### src/rtl/gpio_pkg.sv
package gpio_pkg;
    localparam int ADDR_W = 3;

    typedef enum logic [ADDR_W-1:0] {
        REG_USE   = 3'd0,
        REG_DIR   = 3'd1,
        REG_LVL   = 3'd2,
        REG_BLINK = 3'd3,
        REG_ROUTE = 3'd4,
        REG_STAT  = 3'd5
    } gpio_reg_e;
endpackage

### src/rtl/gpio_sample_qual.sv
module gpio_sample_qual #(
    parameter int          N    = 8,
    parameter logic [N-1:0] IMPL = '1
) (
    input  logic         clk,
    input  logic         rst_n,
    input  logic         sample_en,
    input  logic [N-1:0] pin_in,
    input  logic [N-1:0] clr,
    output logic [N-1:0] status
);
    typedef struct packed {
        logic [N-1:0] prev;
        logic [N-1:0] stat;
    } qual_t;

    qual_t q_d, q_q;
    logic [N-1:0] hit;

    always_comb begin
        q_d = q_q;
        hit = pin_in & q_q.prev & IMPL & {N{sample_en}};
        if (sample_en) q_d.prev = pin_in;
        q_d.stat = (q_q.stat & ~clr) | hit;
    end

    always_ff @(posedge clk or negedge rst_n) begin
        if (!rst_n) q_q <= '0;
        else        q_q <= q_d;
    end

    assign status = q_q.stat;


    qualified_set_chk: assert property (@(posedge clk) disable iff (!rst_n)
        1'b1 |=> ((status & ~$past(status) & ~$past(pin_in & q_q.prev & {N{sample_en}})) == '0));


    sticky_hold_chk: assert property (@(posedge clk) disable iff (!rst_n)
        1'b1 |=> ((status & $past(status & ~clr)) == $past(status & ~clr)));


    set_over_clear_chk: assert property (@(posedge clk) disable iff (!rst_n)
        1'b1 |=> ((status & $past(hit)) == $past(hit)));
endmodule

### src/rtl/gpio_blink_timer.sv
module gpio_blink_timer #(
    parameter int BLINK_LOG2 = 2
) (
    input  logic clk,
    input  logic rst_n,
    input  logic slow_tick,
    output logic phase
);
    typedef struct packed {
        logic [BLINK_LOG2-1:0] cnt;
        logic                  ph;
    } blink_t;

    blink_t b_d, b_q;

    always_comb begin
        b_d = b_q;
        if (slow_tick) begin
            b_d.cnt = b_q.cnt + 1'b1;
            if (&b_q.cnt) b_d.ph = ~b_q.ph;
        end
    end

    always_ff @(posedge clk or negedge rst_n) begin
        if (!rst_n) b_q <= '0;
        else        b_q <= b_d;
    end

    assign phase = b_q.ph;


    phase_on_tick_chk: assert property (@(posedge clk) disable iff (!rst_n)
        !slow_tick |=> $stable(phase));
endmodule

### src/rtl/sticky_gpio_ctrl.sv
module sticky_gpio_ctrl #(
    parameter int              NPINS      = 8,
    parameter logic [NPINS-1:0] IMPL_MASK = 8'hBF,
    parameter int              BLINK_LOG2 = 2
) (
    input  logic             clk,
    input  logic             rst_n,
    input  logic             sleep,
    input  logic             fast_tick,
    input  logic             slow_tick,
    input  logic             wr_en,
    input  logic [2:0]       addr,
    input  logic [NPINS-1:0] wdata,
    output logic [NPINS-1:0] rdata,
    input  logic [NPINS-1:0] pin_in,
    output logic [NPINS-1:0] pin_out,
    output logic [NPINS-1:0] pin_oe,
    output logic [NPINS-1:0] alt_sel,
    output logic             sci,
    output logic             smi
);
    import gpio_pkg::*;

    typedef struct packed {
        logic [NPINS-1:0] use_sel;
        logic [NPINS-1:0] dir;
        logic [NPINS-1:0] level;
        logic [NPINS-1:0] blink;
        logic [NPINS-1:0] route;
    } regs_t;

    regs_t s_d, s_q;
    logic [NPINS-1:0] clr, status;
    logic sample_en, phase;

    assign sample_en = sleep ? slow_tick : fast_tick;

    always_comb begin
        s_d = s_q;
        clr = '0;
        if (wr_en) begin
            case (addr)
                REG_USE:   s_d.use_sel = wdata & IMPL_MASK;
                REG_DIR:   s_d.dir     = wdata & IMPL_MASK;
                REG_LVL:   s_d.level   = wdata & IMPL_MASK;
                REG_BLINK: s_d.blink   = wdata & IMPL_MASK;
                REG_ROUTE: s_d.route   = wdata & IMPL_MASK;
                REG_STAT:  clr         = wdata & IMPL_MASK;
                default:   ;
            endcase
        end
    end

    always_ff @(posedge clk or negedge rst_n) begin
        if (!rst_n) begin
            s_q     <= '0;
            s_q.dir <= IMPL_MASK;
        end else begin
            s_q <= s_d;
        end
    end

    gpio_sample_qual #(.N(NPINS), .IMPL(IMPL_MASK)) u_qual (
        .clk(clk), .rst_n(rst_n), .sample_en(sample_en),
        .pin_in(pin_in), .clr(clr), .status(status)
    );

    gpio_blink_timer #(.BLINK_LOG2(BLINK_LOG2)) u_blink (
        .clk(clk), .rst_n(rst_n), .slow_tick(slow_tick), .phase(phase)
    );

    always_comb begin
        case (addr)
            REG_USE:   rdata = s_q.use_sel;
            REG_DIR:   rdata = s_q.dir;
            REG_LVL:   rdata = s_q.level;
            REG_BLINK: rdata = s_q.blink;
            REG_ROUTE: rdata = s_q.route;
            REG_STAT:  rdata = status;
            default:   rdata = '0;
        endcase
    end

    assign pin_out = (s_q.level ^ (s_q.blink & {NPINS{phase}})) & IMPL_MASK;
    assign pin_oe  = s_q.use_sel & ~s_q.dir & IMPL_MASK;
    assign alt_sel = ~s_q.use_sel;
    assign sci     = |(status & s_q.use_sel & ~s_q.route);
    assign smi     = |(status & s_q.use_sel & s_q.route);


    level_drives_out_chk: assert property (@(posedge clk) disable iff (!rst_n)
        (wr_en && addr == REG_LVL && s_q.blink == '0)
        |=> ((pin_out & ~s_q.blink) == ($past(wdata) & IMPL_MASK & ~s_q.blink)));


    event_exclusive_chk: assert property (@(posedge clk) disable iff (!rst_n)
        (status & s_q.use_sel) == '0 |-> !(sci || smi));
endmodule

### config.mk
export PLATFORM = sky130hd
export DESIGN_NAME = sticky_gpio_ctrl
export DESIGN_NICKNAME = d
export VERILOG_FILES = /design/src/rtl/gpio_pkg.sv /design/src/rtl/gpio_sample_qual.sv /design/src/rtl/gpio_blink_timer.sv /design/src/rtl/sticky_gpio_ctrl.sv
export SDC_FILE = /design/constraint.sdc
export NUM_CORES = 1
export LEC_CHECK = 0
export BUFFER_PORTS_ARGS = -buffer_cell sky130_fd_sc_hd__buf_2
export CAP_MARGIN = 40
export CORE_UTILIZATION = 49
export DETAILED_ROUTE_END_ITERATION = 10
export PLACE_DENSITY = 0.76
export SYNTH_ARGS = -nofsm -noshare
export SYNTH_HDL_FRONTEND = slang
export SYNTH_SLANG_ARGS = --single-unit
### constraint.sdc
create_clock -name clk -period 1 [get_ports clk]
set_clock_uncertainty 0.1 [all_clocks]
set_input_delay 0 -clock clk [delete_from_list [all_inputs] [get_ports clk]]
set_output_delay 0 -clock clk [all_outputs]
set_load 0.03 [all_outputs]
# After elaboration in Yosys (flattened, before gate mapping)
# Cells that the tools add are included.
# op_classes
addsub	1
n_eq_ne	5
n_mux	4
bitwise	15
reduce_logical	9
# ops
cell	count
8-bit bitwise AND	8
8-bit case mux with 6 select lines	1
8-bit NOT	4
8-bit 2-to-1 mux	2
8-bit OR reduction	2
2-bit AND reduction	5
8-bit bitwise OR	1
8-bit XOR	1
3-bit by 2-bit == test with 1-bit output (second input constant)	2
3-bit == test (second input constant)	2
3-bit by 1-bit == test with 1-bit output (second input constant)	1
3-bit logical NOT	1
3-bit AND reduction	1
2-bit by 1-bit adder with 2-bit output (second input constant)	1
1-bit 2-to-1 mux	1
1-bit NOT	1
# word_totals
regBits	54
input_bits	25
out_inout_bits	34
elab_cells	43

# Depth between registers and ports, before layout
# Gate-level depths: netlist (run 1).
# logic_depth
word_depth	6
depth_mapped	5
mapped_depth_nobuf	3

# Cells and area by module
# Synthesis (run 1) repeated with hierarchy kept, for this count alone.
# unflattened
cells_unflattened	250
hier_area_um2	2879.0
# by_module_without_submodules
module	instances	cells_each	area_each_um2	seq_area_each_um2
sticky_gpio_ctrl	1	189	2129.5	884.6
gpio_sample_qual	1	53	639.4	375.4
gpio_blink_timer	1	8	110.1	75.1

# Worst setup path after synthesis (run 1)
# OpenSTA, ideal clock, no wires.
# synth_path
path_kind	flip-flop to output port
start	register s_q[29] (netlist name)
end	output port rdata[5]
t_arrival_ns	1.440
path_slack_ns	-0.540
stages_incl_launch_ff	4
path_cell_list	dfstp_2 > mux4_2 > inv_1 > o21ai_0
# synth_via
elab_chain_len	1
# synth_rtl
element	line_no	rtl
from (decl)	sticky_gpio_ctrl.sv:32	regs_t s_d, s_q;
8-bit case mux with 6 select lines	sticky_gpio_ctrl.sv:73	case (addr)
to (decl)	sticky_gpio_ctrl.sv:14	output logic [NPINS-1:0] rdata,
# No other way between the ends.

# Worst setup path after layout (run 1)
# layout_path
start	register s_q[32] (netlist name)
end	output port sci
# layout_via
elab_chain_len	3
# layout_rtl
element	line_no	rtl
8-bit bitwise AND (2 in series)	sticky_gpio_ctrl.sv:87	assign sci = |(status & s_q.use_sel & ~s_q.route);
8-bit OR reduction	sticky_gpio_ctrl.sv:87	
to (decl)	sticky_gpio_ctrl.sv:19	output logic sci,
# No other way between the ends.

==> results.toml, run 1 <==
[status]
status = "complete, but fails checks"
failed_checks = "negative setup slack"

[floorplan]
rows = 26
fp.dieH_um = 75.9
start_util_pct = 51.7
core_um2 = 5170
io_pins = 59
die_x_um = 75.9
die_area_um2 = 5760

[yosys]
async_flop_share_pct = 100
synth.area.top_cells = "dfrtp_1, mux2_2, nand2_1"
synth_top_flop_cell = "dfrtp_1"
netlist_area_um2 = 2670
synthAdderAreaFrac_pct = 0
ys_warn_count = 0
syn_area_per_cell_um2 = 10.6
synth_compound_area_share_pct = 9.03
ys_types = 38
ys_ff_latch = 52
synth_xor_area_share_pct = 3.28
seq_area_frac_synth_pct = 49.0
synth_top_family_by_area = "multiplexers"
synth_top_area_share_pct = 42.1
yosys-top-cells-count = "nand2_1, dfrtp_1, mux2_2"
synth-simple-area-share_pct = 16.0
yosysTopAreaCell = "dfrtp_1"
synth_mux_area_share_pct = 18.0
synth-edff-count = 0
yosysMostFrequentCell = "nand2_1"
netlist_instances = 252

[pwr]
p_per_area_nw_per_um2 = 2120
leakagePower_nw = 2.20
power_mw = 10.1
internal-power_mw = 6.04
clockPowerShare_pct = 12.4
seq_power_share_pct = 31.4
ir_drop_mv = 1.61
power.switching_mw = 4.05
combPwrFrac_pct = 56.2
switching_share_pct = 40.1

[finish]
fin_area_um2 = 4750
nets = 416
diodes = 0
area_growth_pct = 77.7
layout.cells.non_filler = 462
final_util_pct = 91.8
drive_gt1_share_pct = 63.3
ff_latch_area_um2 = 1310
fillers = 179
multiInputGateArea_um2 = 1800

[clock_network]
cts_max_level = 2
cts_buffer_depth = 2
cts_sinks = 52
clkSlewWorstSetupHoldPaths_ps = 100
numCtsBuffers = 5
cts_root_buf = "clkbuf_8"
cts_tree = "done"
clk_latency_ps = 310

[routing]
via_per_inst = 6.41
wire_per_inst_um = 25.7
first_iter_violations = 263
ant_nets = 0
wl_um = 11900
vias = 2962
drcViolationCount = 0
firstDrtPassIters = 6

[critical_path]
startpoint = "s_q[32]$_DFFE_PN0P_"
cpPeakStageDelay_ps = 510
crit_slowest_cell = "or4_4"
cp_cell_sequence = "nand2_1 > o22ai_1 > or4_4 > buf_6"
arrival_ps = 1640
crit_family = "simple AND/OR/NAND/NOR gates"
crit_fanout = 3
required_ps = 900
critPathBufInv = 1
reg2reg_from = "s_q[3]$_DFFE_PN0P_"
crit_type = "register to output pin"
crit_path_end_kind = "output pin"
start_kind = "register"

[placed_design]
place_area_um2 = 3810
pre_cts_slack_ps = -384
gp_congestion = 0.830
port_buffers = 52
placed_cells = 429
hpwlAfterDp_um = 5490

[sta]
max_slew_margin_pct = 47.8
finalCriticalPeriod_ps = 1740
worst_pin_slew_ps = 761
min_period_over_period_pct = 174
fin_setup_tns_ps = -13050
drv_slew = 0
holdWs_ps = 107
setup_ws_ps = -740
fmax_mhz = 575
rsz0062_at_grt = "true"
hold_viol = 0
setup_viol = 52

[grt]
grt_pass1_vias = 2695
grt_start_max_net_pins = 53
grt_usage_pct = 34.3
antenna_found_initial = 1
grt_pass1_wl_um = 13900
gr-total-overflow = 0

[min_path]
min_path_type = "primary input to asynchronous set/reset pin"

[flow_run]
cap_violations = 0
==> final timing paths <==
path | end | slack [ps] | cells after the start
min in group clk | u_qual.q_q[15]$_DFFE_PN0P_ | 130 | 4
min reg2reg | u_qual.q_q[15]$_DFFE_PN0P_ | 380 | 2
max | sci | -740 | 4
min | s_q[16]$_DFFE_PN0P_ | 110 | 3
max in group asynchronous | s_q[31]$_DFFE_PN1P_ | 390 | 3
max reg2reg | s_q[3]$_DFFE_PN0P_ | -140 | 3
==> cells in the final DEF (no fill, tap or decap), drive strengths merged, types with 4 or more instances in the layout <==
master       instances
nand3               12
clkbuf               6
mux2                36
buf                130
dfstp                7
a32o                 7
dlygate4sd3         16
dfrtp               45
nand2               53
xnor2                9
a21oi                4
o21ai                9
conb                 4
inv                  9
nor2                 8
==> sequential cells by signal, summed over array words and instances, names as in the netlist <==
| signal | flops |
|---|---|
| s_q | 35 |
| u_blink.b_q | 2 |
| u_blink.phase | 1 |
| u_qual.q_q | 7 |
| u_qual.status | 7 |
==> kinds of logic (layout without fill, tap and decap cells) <==
group	after synthesis	count (layout)
other	2	4
xor gates and xnor gates	10	10
DFF	52	52
and+or+nand+nor	88	88
muxes	41	41
AOI/OAI and AO/OA	34	34
buffers and inverters	25	163
==> layout make-up <==
type,count,share of cell area (%)
clock buffer,6,1.53
multi-input combinational,177,37.9
inverter,9,1.29
timing repair buffer,146,29.5
clock inverter,2,0.263
sequential,52,27.6
tap,70,1.84
==> worst reg2reg max path: cells and delay by family, from the launching register on <==
kind     cells  cell delay (ps)
flops        1              420
mux          1              270
buf+inv      2              250
==> power groups by stage <==
stage | sequential (mW) | clock, mW | combinational, mW
2_1_floorplan | 2.99 | 0 | 2.41
3_3_place_gp | 2.96 | 0 | 3.74
3_5_place_dp | 2.99 | 0 | 3.81
4_1_cts | 3.03 | 1.23 | 4.87
5_1_grt | 3.18 | 1.33 | 5.87
6_report | 3.17 | 1.25 | 5.67
==> timing repair <==
| action | CTS | global route |
|---|---|---|
| hold buffers | 16 | 0 |
| setup buffers | 6 | 14 |
| pin swaps | 15 | 18 |
| setup endpoints to repair | 49 | 69 |
| gates resized for setup | 131 | 58 |
| endpoints found under the hold margin | 102 | 0 |
==> routing by layer <==
| layer | track usage [%] | up-vias | part of all wire [%] |
|---|---|---|---|
| li1 | - | 1159 | - |
| met1 | 43.0 | 1450 | 36 |
| met2 | 58.3 | 259 | 48 |
| met3 | 4.23 | 94 | 8.6 |
| met4 | 17.5 | 0 | 7.5 |
| met5 | 0 | - | 0 |
Power figures use the tool's default switching activity.
==> run 2: changes to the inputs <==
--- a/config.mk
+++ b/config.mk
@@ -9,7 +9,8 @@
 export CAP_MARGIN = 40
 export CORE_UTILIZATION = 49
 export DETAILED_ROUTE_END_ITERATION = 10
-export PLACE_DENSITY = 0.76
+export PLACE_DENSITY = 0.75
 export SYNTH_ARGS = -nofsm -noshare
 export SYNTH_HDL_FRONTEND = slang
+export SYNTH_HIERARCHICAL = 1
 export SYNTH_SLANG_ARGS = --single-unit
==> run 2 against run 1 <==
  * The run ends with negative hold slack, negative setup slack left
  * Die area grew 7.5%
  * Cell count is 0.22% higher
  * Via count shrank 12%
  * Clock power up 26%
  * Setup slack got worse by 27 ps
  * Sequential power about the same
  * Routed wire length decreased by 16%
  * Register-to-register slack lost 130 ps
  * Total power decreased by 2.0%
  * Synthesized cell count shrank 0.79%
  * Global-route usage fell by 3.0 points
  * Critical endpoint is now rdata[7]
==> results.toml, run 2 <==
[routing]
drcViolationCount = 0
wire_per_inst_um = 21.6
via_per_inst = 5.65
ant_nets = 0
first_iter_violations = 229
firstDrtPassIters = 4
wl_um = 9990
vias = 2614

[floorplan]
core_um2 = 5570
fp.dieH_um = 78.7
io_pins = 59
die_area_um2 = 6190
die_x_um = 78.7
start_util_pct = 51.6
rows = 27

[sta]
setup_viol = 51
rsz0062_at_grt = "true"
drv_slew = 0
hold_viol = 7
fmax_mhz = 566
min_period_over_period_pct = 177
finalCriticalPeriod_ps = 1770
setup_ws_ps = -767
holdWs_ps = -24.1

[status]
status = "complete, but fails checks"
failed_checks = "negative hold slack, negative setup slack"

[grt]
grt_pass1_vias = 2697
grt_pass1_wl_um = 14200
grt_start_max_net_pins = 30
antenna_found_initial = 0
grt_usage_pct = 31.3
gr-total-overflow = 0

[finish]
largest_register_ffs = 35
final_util_pct = 85.2
nets = 415
diodes = 0
drive_gt1_share_pct = 67.8
final_common_cell = "buf_6"
area_growth_pct = 64.9
layout.cells.non_filler = 463
largest-register = "s_q"
layout_common_cells = "buf_6, buf_4, dfrtp_1"

[placed_design]
gp_congestion = 0.873
port_buffers = 53
hpwlAfterDp_um = 5660
placed_cells = 426

[yosys]
yosysTopAreaCell = "dfrtp_1"
synth_top_flop_cell = "dfrtp_1"
ys_warn_count = 6
synth-edff-count = 0
ys_ff_latch = 53
synth_mux_area_share_pct = 24.5
synth-simple-area-share_pct = 12.3
syn_area_per_cell_um2 = 11.5
synth.area.top_cells = "dfrtp_1, mux2_2, dfstp_2"
synth_top_area_share_pct = 40.0
yosys-top-cells-count = "dfrtp_1, mux2_2, nand3_1"
synth_compound_area_share_pct = 5.95
yosysMostFrequentCell = "dfrtp_1"
seq_area_frac_synth_pct = 46.4
synth_xor_area_share_pct = 3.04
synthAdderAreaFrac_pct = 0
netlist_area_um2 = 2880
netlist_instances = 250
async_flop_share_pct = 100
synth_top_family_by_area = "multiplexers"
ys_types = 35

[clock_network]
cts_max_level = 2
cts_buffer_depth = 2
cts_root_buf = "clkbuf_8"
cts_tree = "done"
clkSlewWorstSetupHoldPaths_ps = 100
cts_sinks = 53
clk_latency_ps = 320
numCtsBuffers = 5

[critical_path]
arrival_ps = 1670
cp_cell_sequence = "mux2_4 > a221oi_4 > a21oi_4 > buf_6"
crit_type = "register to output pin"
crit_fanout = 4
start_kind = "register"
crit_path_end_kind = "output pin"
required_ps = 900
cpPeakStageDelay_ps = 450
crit_slowest_cell = "dfrtp_1"

[min_path]
min_path_type = "primary input to asynchronous set/reset pin"

[pwr]
p_per_area_nw_per_um2 = 2080
leakagePower_nw = 2.26
ir_drop_mv = 1.61

[flow_run]
cap_violations = 0
## run 2: cell count changes after synthesis, sizes merged, moves of 3 or more
cell and delta:
a221oi +3, a32o -7, and2 +7, buf +9, clkbuf -5, inv +7
mux2 +17, mux2i +4, nand2 -37, nand3 +5, nor3 +4, nor3b -3
## run 2: worst max-delay path: cells and delay by family, from the launching register on
family	cells	cell delay, ps
mux	1	330
buf+inv	1	150
flops	1	450
compound gates	2	420
## run 2: routing by layer
| layer | wire length [um] | vias to the layer above | part of all wire [%] | GRT usage, % |
|---|---|---|---|---|
| met5 | 0 | - | 0 | 0 |
| li1 | - | 1133 | - | - |
| met3 | 669 | 24 | 6.7 | 6.74 |
| met2 | 5060 | 131 | 51 | 54.9 |
| met4 | 270 | 0 | 2.7 | 10.6 |
| met1 | 3990 | 1326 | 40 | 37.8 |
## run 2: per-stage QoR
stage,area [um2],setup WS [ps],TNS (ps),total power [mW],hold WS (ps)
4_1_cts,4600,-657,-11820,9.39,-7.78
5_1_grt,4750,-789,-15610,10.2,-0.640
3_3_place_gp,3920,-349,-14940,6.72,-204
6_report,4750,-767,-14210,9.89,-24.1
3_5_place_dp,3920,-401,-16590,6.85,-205
2_1_floorplan,3210,-270,-5500,5.49,-396
## run 2: cell families after synthesis
logic type / Yosys count
AOI/OAI and AO/OA: 26
xor gates and xnor gates: 10
buffers and inverters: 36
DFF: 53
muxes: 60
other: 2
and+or+nand+nor: 63
## run 2: cell type report
| type | instances | area, um2 |
|---|---|---|
| well taps | 72 | 90.1 |
| multi-input cells | 163 | 1730 |
| inverters | 16 | 75.1 |
| clock buffers | 7 | 86.3 |
| repair buffers | 151 | 1400 |
| fillers | 279 | 827 |
| clock inverters | 1 | 30.0 |
| flip-flops and latches | 53 | 1340 |
## run 2: final timing paths
check | startpoint | to | slack, ps | cells after the start
setup reg to reg | s_q[39]$_DFFE_PN0P_ | s_q[39]$_DFFE_PN0P_ | -270 | 4
hold / removal | rst_n | s_q[21]$_DFFE_PN0P_ | -20 | 2
setup / recovery | s_q[39]$_DFFE_PN0P_ | rdata[7] | -770 | 4
min in group clk | fast_tick | u_qual/status[7]$_DFF_PN0_ | 110 | 4
max in group asynchronous | rst_n | s_q[28]$_DFFE_PN1P_ | 240 | 3
hold reg to reg | u_blink/b_q[1]$_DFFE_PN0P_ | u_blink/b_q[1]$_DFFE_PN0P_ | 400 | 1
## run 2: report_power, final
group | internal, mW | switching (mW)
sequential | 2.65 | 0.501
clock | 0.818 | 0.755
combinational | 2.76 | 2.40
total | 6.23 | 3.66
## run 2: timing repair
item	4_1_cts	5_1_grt
endpoints found under the setup margin	59	57
buffers inserted	6	15
hold endpoints to repair	101	0
pin swaps	13	4
resized for setup	116	27
hold buffers	16	0
==> run 3: changes to the inputs <==
--- a/config.mk
+++ b/config.mk
@@ -9,7 +9,7 @@
 export CAP_MARGIN = 40
 export CORE_UTILIZATION = 49
 export DETAILED_ROUTE_END_ITERATION = 10
-export PLACE_DENSITY = 0.75
+export PLACE_DENSITY_LB_ADDON = 0.15
 export SYNTH_ARGS = -nofsm -noshare
 export SYNTH_HDL_FRONTEND = slang
 export SYNTH_HIERARCHICAL = 1
==> run 3 against run 2 <==
  * The flow finishes with violations (negative setup slack)
  * Sequential cell count did not move
  * First-iteration DRC count fell by 10%
  * Clock power barely moved
  * Utilization rose by 1.9 points
  * Routed wire length fell by 1.9%
  * Global-route usage fell by 0.38 points
  * Critical path type unchanged
  * Critical endpoint is now sci
  * Largest power group unchanged
==> results.toml, run 3 (synthesis results as in run 2) <==
[routing]
first_iter_violations = 206
drcViolationCount = 0
vias = 2562
wire_per_inst_um = 21.0
wl_um = 9800
firstDrtPassIters = 4
ant_nets = 0
via_per_inst = 5.50

[floorplan]
die_x_um = 78.7
start_util_pct = 51.6
io_pins = 59
core_um2 = 5570
die_area_um2 = 6190
rows = 27
fp.dieH_um = 78.7

[critical_path]
reg2reg_from = "s_q[34]$_DFFE_PN0P_"
crit_path_end = "sci"
worstRegToRegCells = 4
reg2reg_slack_ps = -240
crit_fanout = 4
arrival_ps = 1590
crit_path_end_kind = "output pin"
r2r_end = "s_q[34]$_DFFE_PN0P_"
crit_type = "register to output pin"
required_ps = 900
startpoint = "s_q[33]$_DFFE_PN0P_"
start_kind = "register"

[pwr]
power_mw = 9.98
ir_drop_mv = 1.69
p_per_area_nw_per_um2 = 2060
leakagePower_nw = 2.28

[sta]
hold_viol = 0
fin_setup_tns_ps = -13420
setup_viol = 55
drv_slew = 0
fmax_mhz = 592
setup_ws_ps = -689
min_period_over_period_pct = 169
finalCriticalPeriod_ps = 1690
rsz0062_at_grt = "true"

[placed_design]
port_buffers = 53
hpwlAfterDp_um = 5520
gp_congestion = 0.810
place_area_um2 = 3930

[clock_network]
cts_tree = "done"
cts_max_level = 2
clkSlewWorstSetupHoldPaths_ps = 110
cts_sinks = 53
clk_latency_ps = 300
cts_buffer_depth = 2
numCtsBuffers = 5
cts_root_buf = "clkbuf_8"

[grt]
grt_pass1_vias = 2596
grt_usage_pct = 30.9
antenna_found_initial = 0
gr-total-overflow = 0
grt_pass1_wl_um = 14000
grt_start_max_net_pins = 54

[finish]
fin_area_um2 = 4850
drive_gt1_share_pct = 67.3
largest_register_ffs = 35
final_util_pct = 87.0
diodes = 0
largest-register = "s_q"
nets = 418
final_common_cell = "buf_6"
layout_common_cells = "buf_6, buf_4, dfrtp_1"
area_growth_pct = 68.5

[status]
failed_checks = "negative setup slack"
status = "complete, but fails checks"

[flow_run]
cap_violations = 0

[min_path]
min_path_type = "primary input to asynchronous set/reset pin"
## run 3: worst min-delay path by stage
stage / slack [ps] / depth (start not counted) / endpoint
final: 100 / 3 / s_q[37]$_DFFE_PN0P_
after CTS: 120 / 3 / s_q[2]$_DFFE_PN0P_
after floorplan: -400 / 0 / s_q[0]$_DFFE_PN0P_
after detailed placement: -80 / 2 / s_q[13]$_DFFE_PN0P_
after global routing: 120 / 4 / s_q[37]$_DFFE_PN0P_
after global placement: -80 / 2 / s_q[19]$_DFFE_PN0P_
## run 3: final cells by class
| class | count | area [um2] |
|---|---|---|
| Multi-Input combinational cell | 163 | 1780 |
| Timing Repair Buffer | 154 | 1450 |
| Sequential cell | 53 | 1340 |
| Fill cell | 265 | 723 |
| Tap cell | 72 | 90.1 |
| Clock buffer | 7 | 86.3 |
| Inverter | 16 | 81.3 |
| Clock inverter | 1 | 30.0 |
## run 3: where the power goes
group	total [mW]	internal, mW	switching, mW
Sequential	3.13	2.65	0.485
Clock	1.55	0.818	0.734
Combinational	5.29	2.81	2.48
## run 3: worst max-delay path: stages (launching register included)
cell     delay [ps]
dfrtp_1         440
nand2_1         110
nor2_2           50
or4_4           520
buf_6           150
## run 3: layer usage
metal	GRT usage, %	wire length, um	vias to the layer above
li1	-	-	1141
met3	6.28	506	16
met1	37.9	4030	1303
met4	9.07	167	0
met5	0	0	-
met2	54.4	5100	102
## run 3: stage by stage
| step | setup WS (ps) | hold slack [ps] | std cells |
|---|---|---|---|
| 2_1_floorplan | -270 | -396 | 252 |
| 3_3_place_gp | -329 | -78.3 | 425 |
| 3_5_place_dp | -344 | -81.3 | 425 |
| 4_1_cts | -650 | 120 | 457 |
| 5_1_grt | -727 | 119 | 466 |
| 6_report | -689 | 104 | 466 |
## run 3: what timing repair did
action,4_1_cts,5_1_grt
endpoints found under the setup margin,55,56
endpoints found under the hold margin,103,0
gates resized for setup,117,35
hold buffers,16,0
pin swaps,13,10
setup buffers,9,17
